<file path="src/rtl/gain_ramp_pkg.sv">
package gain_ramp_pkg;
  localparam int GAIN_BITS  = 6;
  localparam int RATE_BITS  = 8;
  localparam int PRE_SCALE  = 8;
  localparam int GAIN_LIMIT = 32;

  typedef struct packed {
    logic                 off;
    logic                 rise;
    logic [GAIN_BITS-1:0] val;
  } ramp_cfg_t;
endpackage

</file>
<file path="src/rtl/gain_ramp_timer.sv">
module gain_ramp_timer #(
  parameter int GAIN_W   = 6,
  parameter int RATE_W   = 8,
  parameter int PRESCALE = 8,
  localparam int MAX_PERIOD = PRESCALE * ((1 << RATE_W) - 1) * (1 << GAIN_W),
  localparam int TIMER_W    = $clog2(MAX_PERIOD + 1)
) (
  input  logic              clk,
  input  logic              rst_n,
  input  logic              clr,
  input  logic              run,
  input  logic [RATE_W-1:0] glob_rate,
  input  logic [GAIN_W-1:0] rate_set,
  output logic              tick
);
  logic [TIMER_W-1:0] cnt_q;
  logic [TIMER_W-1:0] period;

  always_comb begin
    period = TIMER_W'(PRESCALE) * TIMER_W'(glob_rate) * (TIMER_W'(rate_set) + TIMER_W'(1));
  end

  // The ">=" compare avoids a stall when the multiplier shrinks mid-count.
  assign tick = run && !clr && (cnt_q >= period - TIMER_W'(1));

  always_ff @(posedge clk) begin
    if (!rst_n)      cnt_q <= '0;
    else if (clr)    cnt_q <= '0;
    else if (run)    cnt_q <= tick ? '0 : cnt_q + TIMER_W'(1);
  end

  assert_tick_needs_run_R3: assert property (@(posedge clk) disable iff (!rst_n)
    tick |-> (run && glob_rate != '0));
  assert_clear_restarts_R2: assert property (@(posedge clk) disable iff (!rst_n)
    clr |=> (cnt_q == '0));
endmodule

</file>
<file path="src/rtl/gain_ramp_level.sv">
module gain_ramp_level #(
  parameter int GAIN_W = 6,
  parameter int CAP    = 32
) (
  input  logic              clk,
  input  logic              rst_n,
  input  logic              load,
  input  logic [GAIN_W-1:0] load_val,
  input  logic              tick,
  input  logic              rise,
  output logic [GAIN_W-1:0] gain
);
  localparam logic [GAIN_W-1:0] CAP_V = GAIN_W'(CAP);

  always_ff @(posedge clk) begin
    if (!rst_n) gain <= '0;
    else if (load) gain <= load_val;
    else if (tick) begin
      if (rise && gain < CAP_V)        gain <= gain + GAIN_W'(1);
      else if (!rise && gain != '0)    gain <= gain - GAIN_W'(1);
    end
  end

  assert_no_climb_past_cap_R5: assert property (@(posedge clk) disable iff (!rst_n)
    (!load && gain <= CAP_V) |=> (gain <= CAP_V));
  assert_no_rise_above_cap_R5: assert property (@(posedge clk) disable iff (!rst_n)
    (!load && gain > CAP_V) |=> (gain <= $past(gain)));
  assert_no_wrap_below_zero_R6: assert property (@(posedge clk) disable iff (!rst_n)
    (!load && gain == '0 && !rise) |=> (gain == '0));
endmodule

</file>
<file path="src/rtl/gain_ramp.sv">
module gain_ramp
  import gain_ramp_pkg::*;
#(
  parameter int GAIN_W   = GAIN_BITS,
  parameter int RATE_W   = RATE_BITS,
  parameter int PRESCALE = PRE_SCALE,
  parameter int CAP      = GAIN_LIMIT,
  localparam int RD_W    = GAIN_W + 2
) (
  input  logic              clk,
  input  logic              rst_n,
  input  logic              cfg_wr,
  input  logic [RD_W-1:0]   cfg_data,
  input  logic [RATE_W-1:0] glob_rate,
  input  logic              env_halt,
  input  logic              wave_halt,
  output logic [GAIN_W-1:0] gain_raw,
  output logic [GAIN_W-1:0] gain_clamped,
  output logic [RD_W-1:0]   rd_data
);
  localparam logic [GAIN_W-1:0] CAP_V = GAIN_W'(CAP);

  logic              off_q, rise_q;
  logic [GAIN_W-1:0] rate_q;
  logic              run, tick, clr, load;

  always_ff @(posedge clk) begin
    if (!rst_n) begin
      off_q  <= 1'b1;
      rise_q <= 1'b0;
      rate_q <= '0;
    end else if (cfg_wr) begin
      off_q  <= cfg_data[RD_W-1];
      rise_q <= cfg_data[RD_W-2];
      rate_q <= cfg_data[GAIN_W-1:0];
    end
  end

  assign run  = !off_q && (glob_rate != '0) && !env_halt && !wave_halt;
  assign clr  = cfg_wr || env_halt;
  assign load = cfg_wr && cfg_data[RD_W-1];

  gain_ramp_timer #(.GAIN_W(GAIN_W), .RATE_W(RATE_W), .PRESCALE(PRESCALE)) u_timer (
    .clk(clk), .rst_n(rst_n), .clr(clr), .run(run),
    .glob_rate(glob_rate), .rate_set(rate_q), .tick(tick)
  );

  gain_ramp_level #(.GAIN_W(GAIN_W), .CAP(CAP)) u_level (
    .clk(clk), .rst_n(rst_n), .load(load), .load_val(cfg_data[GAIN_W-1:0]),
    .tick(tick), .rise(rise_q), .gain(gain_raw)
  );

  assign gain_clamped = (gain_raw > CAP_V) ? CAP_V : gain_raw;
  assign rd_data      = {2'b01, gain_raw};

  assert_hold_when_off_R7: assert property (@(posedge clk) disable iff (!rst_n)
    (off_q && !cfg_wr) |=> $stable(gain_raw));
  assert_hold_when_rate_zero_R4: assert property (@(posedge clk) disable iff (!rst_n)
    (glob_rate == '0 && !cfg_wr) |=> $stable(gain_raw));
  assert_hold_in_env_halt_R8: assert property (@(posedge clk) disable iff (!rst_n)
    (env_halt && !cfg_wr) |=> $stable(gain_raw));
  assert_hold_in_wave_halt_R9: assert property (@(posedge clk) disable iff (!rst_n)
    (wave_halt && !cfg_wr) |=> $stable(gain_raw));
  assert_keep_gain_on_run_write_R1: assert property (@(posedge clk) disable iff (!rst_n)
    (cfg_wr && !cfg_data[RD_W-1]) |=> $stable(gain_raw));

  always_comb begin
    if (rst_n) begin
      assert_clamp_limit_R10: assert (gain_clamped <= CAP_V && gain_clamped <= gain_raw);
    end
  end
endmodule

</file>
<file path="config.mk">
export PLATFORM = sky130hd
export DESIGN_NAME = gain_ramp
export DESIGN_NICKNAME = d
export VERILOG_FILES = /design/src/rtl/gain_ramp_pkg.sv /design/src/rtl/gain_ramp_timer.sv /design/src/rtl/gain_ramp_level.sv /design/src/rtl/gain_ramp.sv
export SDC_FILE = /design/constraint.sdc
export NUM_CORES = 1
export LEC_CHECK = 0
export BUFFER_PORTS_ARGS = -buffer_cell sky130_fd_sc_hd__buf_2
export CAP_MARGIN = 25
export CORE_MARGIN = 2
export CORE_UTILIZATION = 25
export CTS_CLUSTER_SIZE = 28
export DETAILED_ROUTE_END_ITERATION = 6
export SYNTH_ARGS = -nofsm -noshare
export SYNTH_HDL_FRONTEND = slang
export SYNTH_SLANG_ARGS = --single-unit
</file>
<file path="constraint.sdc">
create_clock -name clk -period 11.23 [get_ports clk]
set_input_delay 3.369 -clock clk [delete_from_list [all_inputs] [get_ports clk]]
set_output_delay 3.369 -clock clk [all_outputs]
set_load 0.005 [all_outputs]
</file>
==> flow_summary_export.csv, run 1 <==
group,metric,value,unit
run_status,status,"complete, no violations",
worst_hold_path,hp-class,"reg2reg",
pwr,p_int,0.313,mW
global_routing,use_met3,1.19,%
pwr,power.leakage,2.07,nW
sta,worstMarginPinSlew,0.853,ns
synth,syn_inst,464,
die,initial_core_util,25.3,%
route,first_pass_iters,4,
clock_tree,cts_tree,"built",
synth,synthArstFlopShare,0,%
die,die_area,16900,um2
run,drv_cap,0,
route,final_antenna_net_count,0,
global_routing,grtUsageMet1,15.6,%
global_routing,grt_max_degree,20,
placement,numPortBuffers,38,
placement,hpwl,6910,um
global_routing,met2_usage,17.7,%
layout,final_layout_size_suffix_gt1_share,10.7,%
pwr,sw_frac_of_total,35.6,%
synth,yosys_warnings,0,
route,first_iter_violations,103,
clock_tree,clk_latency,0.28,ns
global_routing,grt_pass1_vias,3201,
placement,dpl.cell_count,702,
synth,synth-seq-cells,31,
route,drt_wl_total,8440,um
synth,synth_edf_count,0,
worst_setup_path,cp-start-kind,"input pin",
worst_setup_path,cp.arrival,9.46,ns
synth,synth_area_leaders,"ha_1 16%, dfxtp_1 16%, fa_1 15%, nor2b_1 5.7%, xor2_1 5.5%",
sta,timing.hold.ws,0.517,ns
die,core_area,15700,um2
die,dieHeight,130,um
global_routing,antenna_found_initial,0,
placement,place_congestion,0.817,
pwr,combinationalPowerShare,43.1,%
layout,layout.nets,595,
worst_hold_path,hp-start,"u_timer.cnt_q[1]",
synth,yosysTopAreaCellShare,16.4,%
sta,period_share,82.4,%
worst_setup_path,worstReg2RegStart,"rate_q[0]",
sta,drv_slew,0,
sta,hold_viol_final,0,
clock_tree,holdBufCountCts,0,
worst_setup_path,crit_start,"glob_rate[2]",
route,vias_per_cell,4.38,
synth,yosysSeqAreaShare,15.6,%
clock_tree,cts.htree.levels,2,
layout,fill_cells,1691,
clock_tree,post_cts_resized,0,
synth,synth_cell_types,45,
global_routing,grt_pass1_wl,15100,um
sta,relSlewSlack,42.6,%
clock_tree,clockBufferDepth,2,
pwr,pwr-share-clk,32.5,%
layout,syn2layout_area_growth,13.7,%
pwr,seq_power_share,24.4,%
sta,period_needed,9.25,ns
pwr,switching_power,0.173,mW
sta,fmax,108,MHz
worst_setup_path,cp-end-kind,"flip-flop",
synth,synth_area_leader_cell,"ha_1",
worst_setup_path,path_class,"in2reg",
clock_tree,post_cts_buffers,0,
route,drc,0,
layout,finalNonFillerCells,710,
synth,netlist_area,3970,um2
route,dr_total_vias,3109,
global_routing,gr-max-usage-layer,"met2",
clock_tree,clkTransAtPathRegs,0.05,ns
pwr,vdd_drop_max,59.1,uV
clock_tree,root_buffer,"clkbuf_16",
sta,fin_skew,0.00636,ns
synth,syn_area_per_cell,8.56,um2
global_routing,grt_overflow,0,
pwr,powerDensity,108,nW/um2
synth,dominantRegCellSynth,"dfxtp_1",
die,io_pins,41,
sta,fin_setup_tns,0,ns
clock_tree,numCtsBuffers,5,
die,rows,46,
layout,num_antenna_cells,0,
worst_setup_path,critPathMaxFanout,15,
sta,setup_viol,0,
die,die_x,130,um
route,wire_per_inst,11.9,um
sta,rsz0062_at_grt,"false",
global_routing,grt_usage,10.9,%
clock_tree,cts_sinks,31,
worst_setup_path,required,11.44,ns
synth,syn_nets,566,
[stage by stage]
| step | cell area (um2) | setup slack (ns) | util, % | total power, mW |
|---|---|---|---|---|
| floorplan | 3970 | 2.28 | - | 0.286 |
| global placement | 4350 | 1.74 | 27.7 | 0.331 |
| global route | 4520 | 1.39 | 28.8 | 0.533 |
| detailed placement | 4350 | 1.70 | 27.7 | 0.331 |
| CTS | 4520 | 1.92 | 28.8 | 0.493 |
| finish | 4520 | 1.98 | 28.8 | 0.487 |
[flip-flops by register name, indices dropped and copies added (netlist names)]
name,cells
off_q,1
rate_q,6
rise_q,1
u_level.gain,6
u_timer.cnt_q,17
[cell families after synthesis]
family,after synthesis,share of synthesized area [%]
xor+xnor,47,10.4
fa+ha+maj,81,31.0
other cells,2,0.189
mux,10,2.52
flops,31,15.6
compound gates,60,9.60
simple gates,184,25.3
buf+inv,49,5.45
[cells in the mapped netlist (4+ instances only)]
cell	count
clkbuf_1	7
ha_1	52
xnor2_1	22
a21o_1	6
inv_1	32
nor4_1	4
buf_4	8
nand2b_1	14
a21oi_1	22
nand3_1	15
nor2b_1	36
dfxtp_1	31
nand4_1	6
nand2_1	28
and3_1	8
nor2_1	37
xor2_1	25
fa_1	29
and2_1	21
mux2i_1	10
o21ai_0	16
[layer usage]
metal | wire length, um | vias up
li1 | - | 1613
met5 | 0 | -
met1 | 4500 | 1451
met4 | 63 | 0
met2 | 3700 | 39
met3 | 182 | 6
[worst paths after layout]
path | to | cells after the start | slack [ns]
worst max register to register | u_timer.cnt_q[2] | 27 | 3.65
worst min register to register | u_timer.cnt_q[1] | 2 | 0.52
worst min-delay path | u_timer.cnt_q[1] | 2 | 0.52
worst max-delay path | u_timer.cnt_q[2] | 24 | 1.98
[critical path, stage by stage]
cell and delay [ns]:
buf_2 0.18, nor2b_1 0.20, fa_1 0.47, fa_1 0.53
fa_1 0.55, inv_1 0.06, fa_1 0.53, inv_1 0.05
ha_1 0.39, nand2_1 0.08, a211oi_1 0.41, o41ai_1 0.15
xnor2_1 0.32, nand4bb_1 0.23, xor2_1 0.19, ha_1 0.27
a21o_1 0.16, a21oi_1 0.13, o21ai_0 0.09, a211oi_1 0.51
or2_2 0.24, o21bai_1 0.06, buf_4 0.19, nor2_1 0.11
[layout make-up]
type / count / area, um2 / area share, %
multi-input combinational: 384 / 3140 / 69.4
sequential: 31 / 621 / 13.7
tap: 216 / 270 / 5.98
timing repair buffer: 39 / 198 / 4.37
clock buffer: 6 / 139 / 3.07
inverter: 32 / 120 / 2.66
clock inverter: 2 / 35.0 / 0.775
[power by group through the flow]
stage                     Clock [mW]  Sequential [mW]  Combinational (mW)
after floorplan                    0            0.119               0.168
after global placement             0            0.121               0.210
after detailed placement           0            0.121               0.210
after CTS                      0.161            0.119               0.213
after global routing           0.166            0.119               0.247
final                          0.158            0.119               0.210
[cells in the final DEF (no fill, tap or decap), types with 16 or more instances in the layout]
| cell type | count |
|---|---|
| ha_1 | 52 |
| buf_2 | 38 |
| nor2_1 | 37 |
| nor2b_1 | 36 |
| inv_1 | 32 |
| dfxtp_1 | 31 |
| fa_1 | 29 |
| nand2_1 | 28 |
| xor2_1 | 25 |
| a21oi_1 | 22 |
| xnor2_1 | 22 |
| and2_1 | 21 |
| o21ai_0 | 16 |
No activity file was read; power rests on OpenSTA's default activity.
==> run 2, diff against run 1 <==
- clock period: 11.23 -> 8.3 ns (I/O delays scaled with it)
==> run 2 against run 1 <==
Clock power up 35%. Final area increased by 5.6%. Clock-buffer cell count unchanged. Sequential power is 35% higher. Die area is the same. Via count up 4.2%. Clock skew up 0.00089 ns. Critical path type unchanged. Largest cell class unchanged.
==> flow_summary_export.csv, run 2 (synthesis gave the netlist of run 1 again) <==
group,metric,value,unit
run_status,status,"complete, no violations",
clock_tree,clkTransAtPathRegs,0.06,ns
clock_tree,cts_tree,"built",
sta,hold_viol_final,0,
layout,multiInputGateArea,3180,um2
pwr,fin_total_pwr,0.707,mW
route,first_pass_iters,4,
clock_tree,cts.htree.levels,2,
layout,final_cell_mix,"50 x ha_1, 38 x buf_2, 37 x nor2_1, 36 x nor2b_1, 32 x inv_1",
global_routing,use_met3,1.80,%
layout,num_antenna_cells,0,
route,first_iter_violations,111,
sta,fmax,126,MHz
worst_setup_path,critPathMaxFanout,7,
clock_tree,numCtsBuffers,5,
global_routing,grt_overflow,0,
layout,largest_register_ffs,17,
sta,rsz0062_at_grt,"false",
layout,final-seq-area,621,um2
route,vias_per_cell,4.40,
global_routing,antenna_found_initial,0,
die,io_pins,41,
placement,numPortBuffers,38,
worst_hold_path,hp-class,"reg2reg",
placement,dpl.cell_count,726,
pwr,powerDensity,148,nW/um2
clock_tree,clk_latency,0.28,ns
global_routing,met2_usage,18.4,%
layout,top_regs,"u_timer.cnt_q: 17 flops, rate_q: 6 flops, u_level.gain: 6 flops",
die,dieHeight,130,um
sta,drv_slew,0,
worst_setup_path,path_class,"in2reg",
global_routing,grt_max_degree,20,
sta,worstMarginPinSlew,0.952,ns
die,core_area,15700,um2
clock_tree,root_buffer,"clkbuf_16",
sta,period_share,95.6,%
layout,fill_cells,1660,
die,initial_core_util,25.3,%
placement,hpwl,7220,um
placement,place_congestion,0.807,
clock_tree,clockBufferDepth,2,
die,die_area,16900,um2
layout,layout_commonest_cell,"ha_1",
route,drt_wl_total,8880,um
clock_tree,cts_sinks,31,
sta,relSlewSlack,35.9,%
route,drc,0,
layout,final_layout_size_suffix_gt1_share,16.5,%
global_routing,grtUsageMet1,14.9,%
global_routing,grt_usage,10.9,%
layout,regMostFlops,"u_timer.cnt_q",
layout,finalNonFillerCells,736,
global_routing,grt_pass1_wl,15000,um
clock_tree,holdBufCountCts,0,
route,dr_total_vias,3239,
sta,fin_skew,0.00724,ns
worst_setup_path,cp-end-kind,"flip-flop",
worst_setup_path,cp-start-kind,"input pin",
route,final_antenna_net_count,0,
pwr,power.leakage,2.20,nW
sta,period_needed,7.94,ns
worst_setup_path,cp.arrival,8.09,ns
pwr,vdd_drop_max,76.4,uV
worst_setup_path,crit_slowest_cell,"fa_1",
sta,setup_viol,0,
die,rows,46,
global_routing,grt_pass1_vias,3198,
worst_setup_path,crit_top_cell,"fa_1",
worst_setup_path,path_cells,"buf_2 -> and2_1 -> fa_1 -> fa_1 -> fa_1 -> inv_1 -> fa_1 -> inv_1 -> ha_4 -> a21o_1 -> o41ai_1 -> xnor2_1 -> buf_4 -> nor4_2 -> xnor2_1 -> ha_1 -> o21ai_0 -> a21oi_1 -> o21bai_2 -> a2111o_1 -> nor2_4 -> mux2i_1 -> a21oi_1",
route,wire_per_inst,12.1,um
worst_setup_path,required,8.46,ns
worst_setup_path,slowest_delay,0.55,ns
layout,layout.nets,621,
die,die_x,130,um
run,drv_cap,0,
global_routing,gr-max-usage-layer,"met2",
layout,syn2layout_area_growth,20.1,%
[run 2: cell count changes in the layout (fill, tap and decap cells not counted)]
cell      previous run  this run
a211oi_1             3         1
a211oi_2             1         3
a21oi_1             22        21
a21oi_2              0         1
and2_1              21        20
and2_4               0         1
buf_12               0         1
buf_4                1        26
ha_1                52        50
ha_4                 0         2
o21bai_1             3         2
o21bai_2             0         1
[run 2: final cells by class]
class,count,share of cell area (%)
Multi-Input combinational cell,384,66.7
Clock buffer,6,2.91
Clock inverter,2,0.734
Inverter,32,2.52
Sequential cell,31,13.0
Timing Repair Buffer,65,8.50
Tap cell,216,5.66
[run 2: per-stage QoR]
step / TNS, ns / setup slack (ns) / util, % / instance area, um2 / hold WS (ns)
5_1_grt: 0 / 0.00725 / 30.4 / 4770 / 0.547
4_1_cts: 0 / 0.175 / 30.0 / 4710 / 0.519
3_5_place_dp: -0.275 / -0.0694 / 28.9 / 4540 / 0.498
3_3_place_gp: -0.0541 / -0.0183 / 28.9 / 4540 / 0.495
6_report: 0 / 0.362 / 30.4 / 4770 / 0.519
2_1_floorplan: 0 / 0.227 / - / 3970 / 0.469
[run 2: routing by layer]
| metal | wire length, um | up-vias |
|---|---|---|
| li1 | - | 1671 |
| met1 | 4610 | 1511 |
| met2 | 3930 | 49 |
| met3 | 253 | 8 |
| met4 | 89 | 0 |
| met5 | 0 | - |
[run 2: worst max-delay path: cells and delay by family]
family | cells | cell delay (ns)
compound gates | 7 | 1.35
mux | 1 | 0.22
xor+xnor | 2 | 0.26
buf+inv | 4 | 0.39
simple gates | 3 | 0.67
fa+ha+maj | 6 | 2.71
[run 2: path summary, 6_finish.rpt]
path / start / end / slack, ns / depth (start not counted)
setup / recovery: glob_rate[1] / u_level.gain[5] / 0.36 / 23
hold / removal: u_timer.cnt_q[1] / u_timer.cnt_q[1] / 0.52 / 2
setup reg to reg: rate_q[0] / u_level.gain[5] / 1.30 / 24
hold reg to reg: u_timer.cnt_q[1] / u_timer.cnt_q[1] / 0.52 / 2
[run 2: report_power, final]
part           internal (mW)  switching, mW  total (mW)
Sequential             0.153        0.00782       0.161
Combinational          0.156          0.175       0.331
Clock                  0.149         0.0653       0.214
[run 2: timing repair]
| item | in CTS | in global routing |
|---|---|---|
| setup endpoints to repair | 0 | 23 |
| gates resized for setup | 0 | 7 |
| endpoints found under the hold margin | 0 | 0 |
| buffers inserted | 0 | 2 |
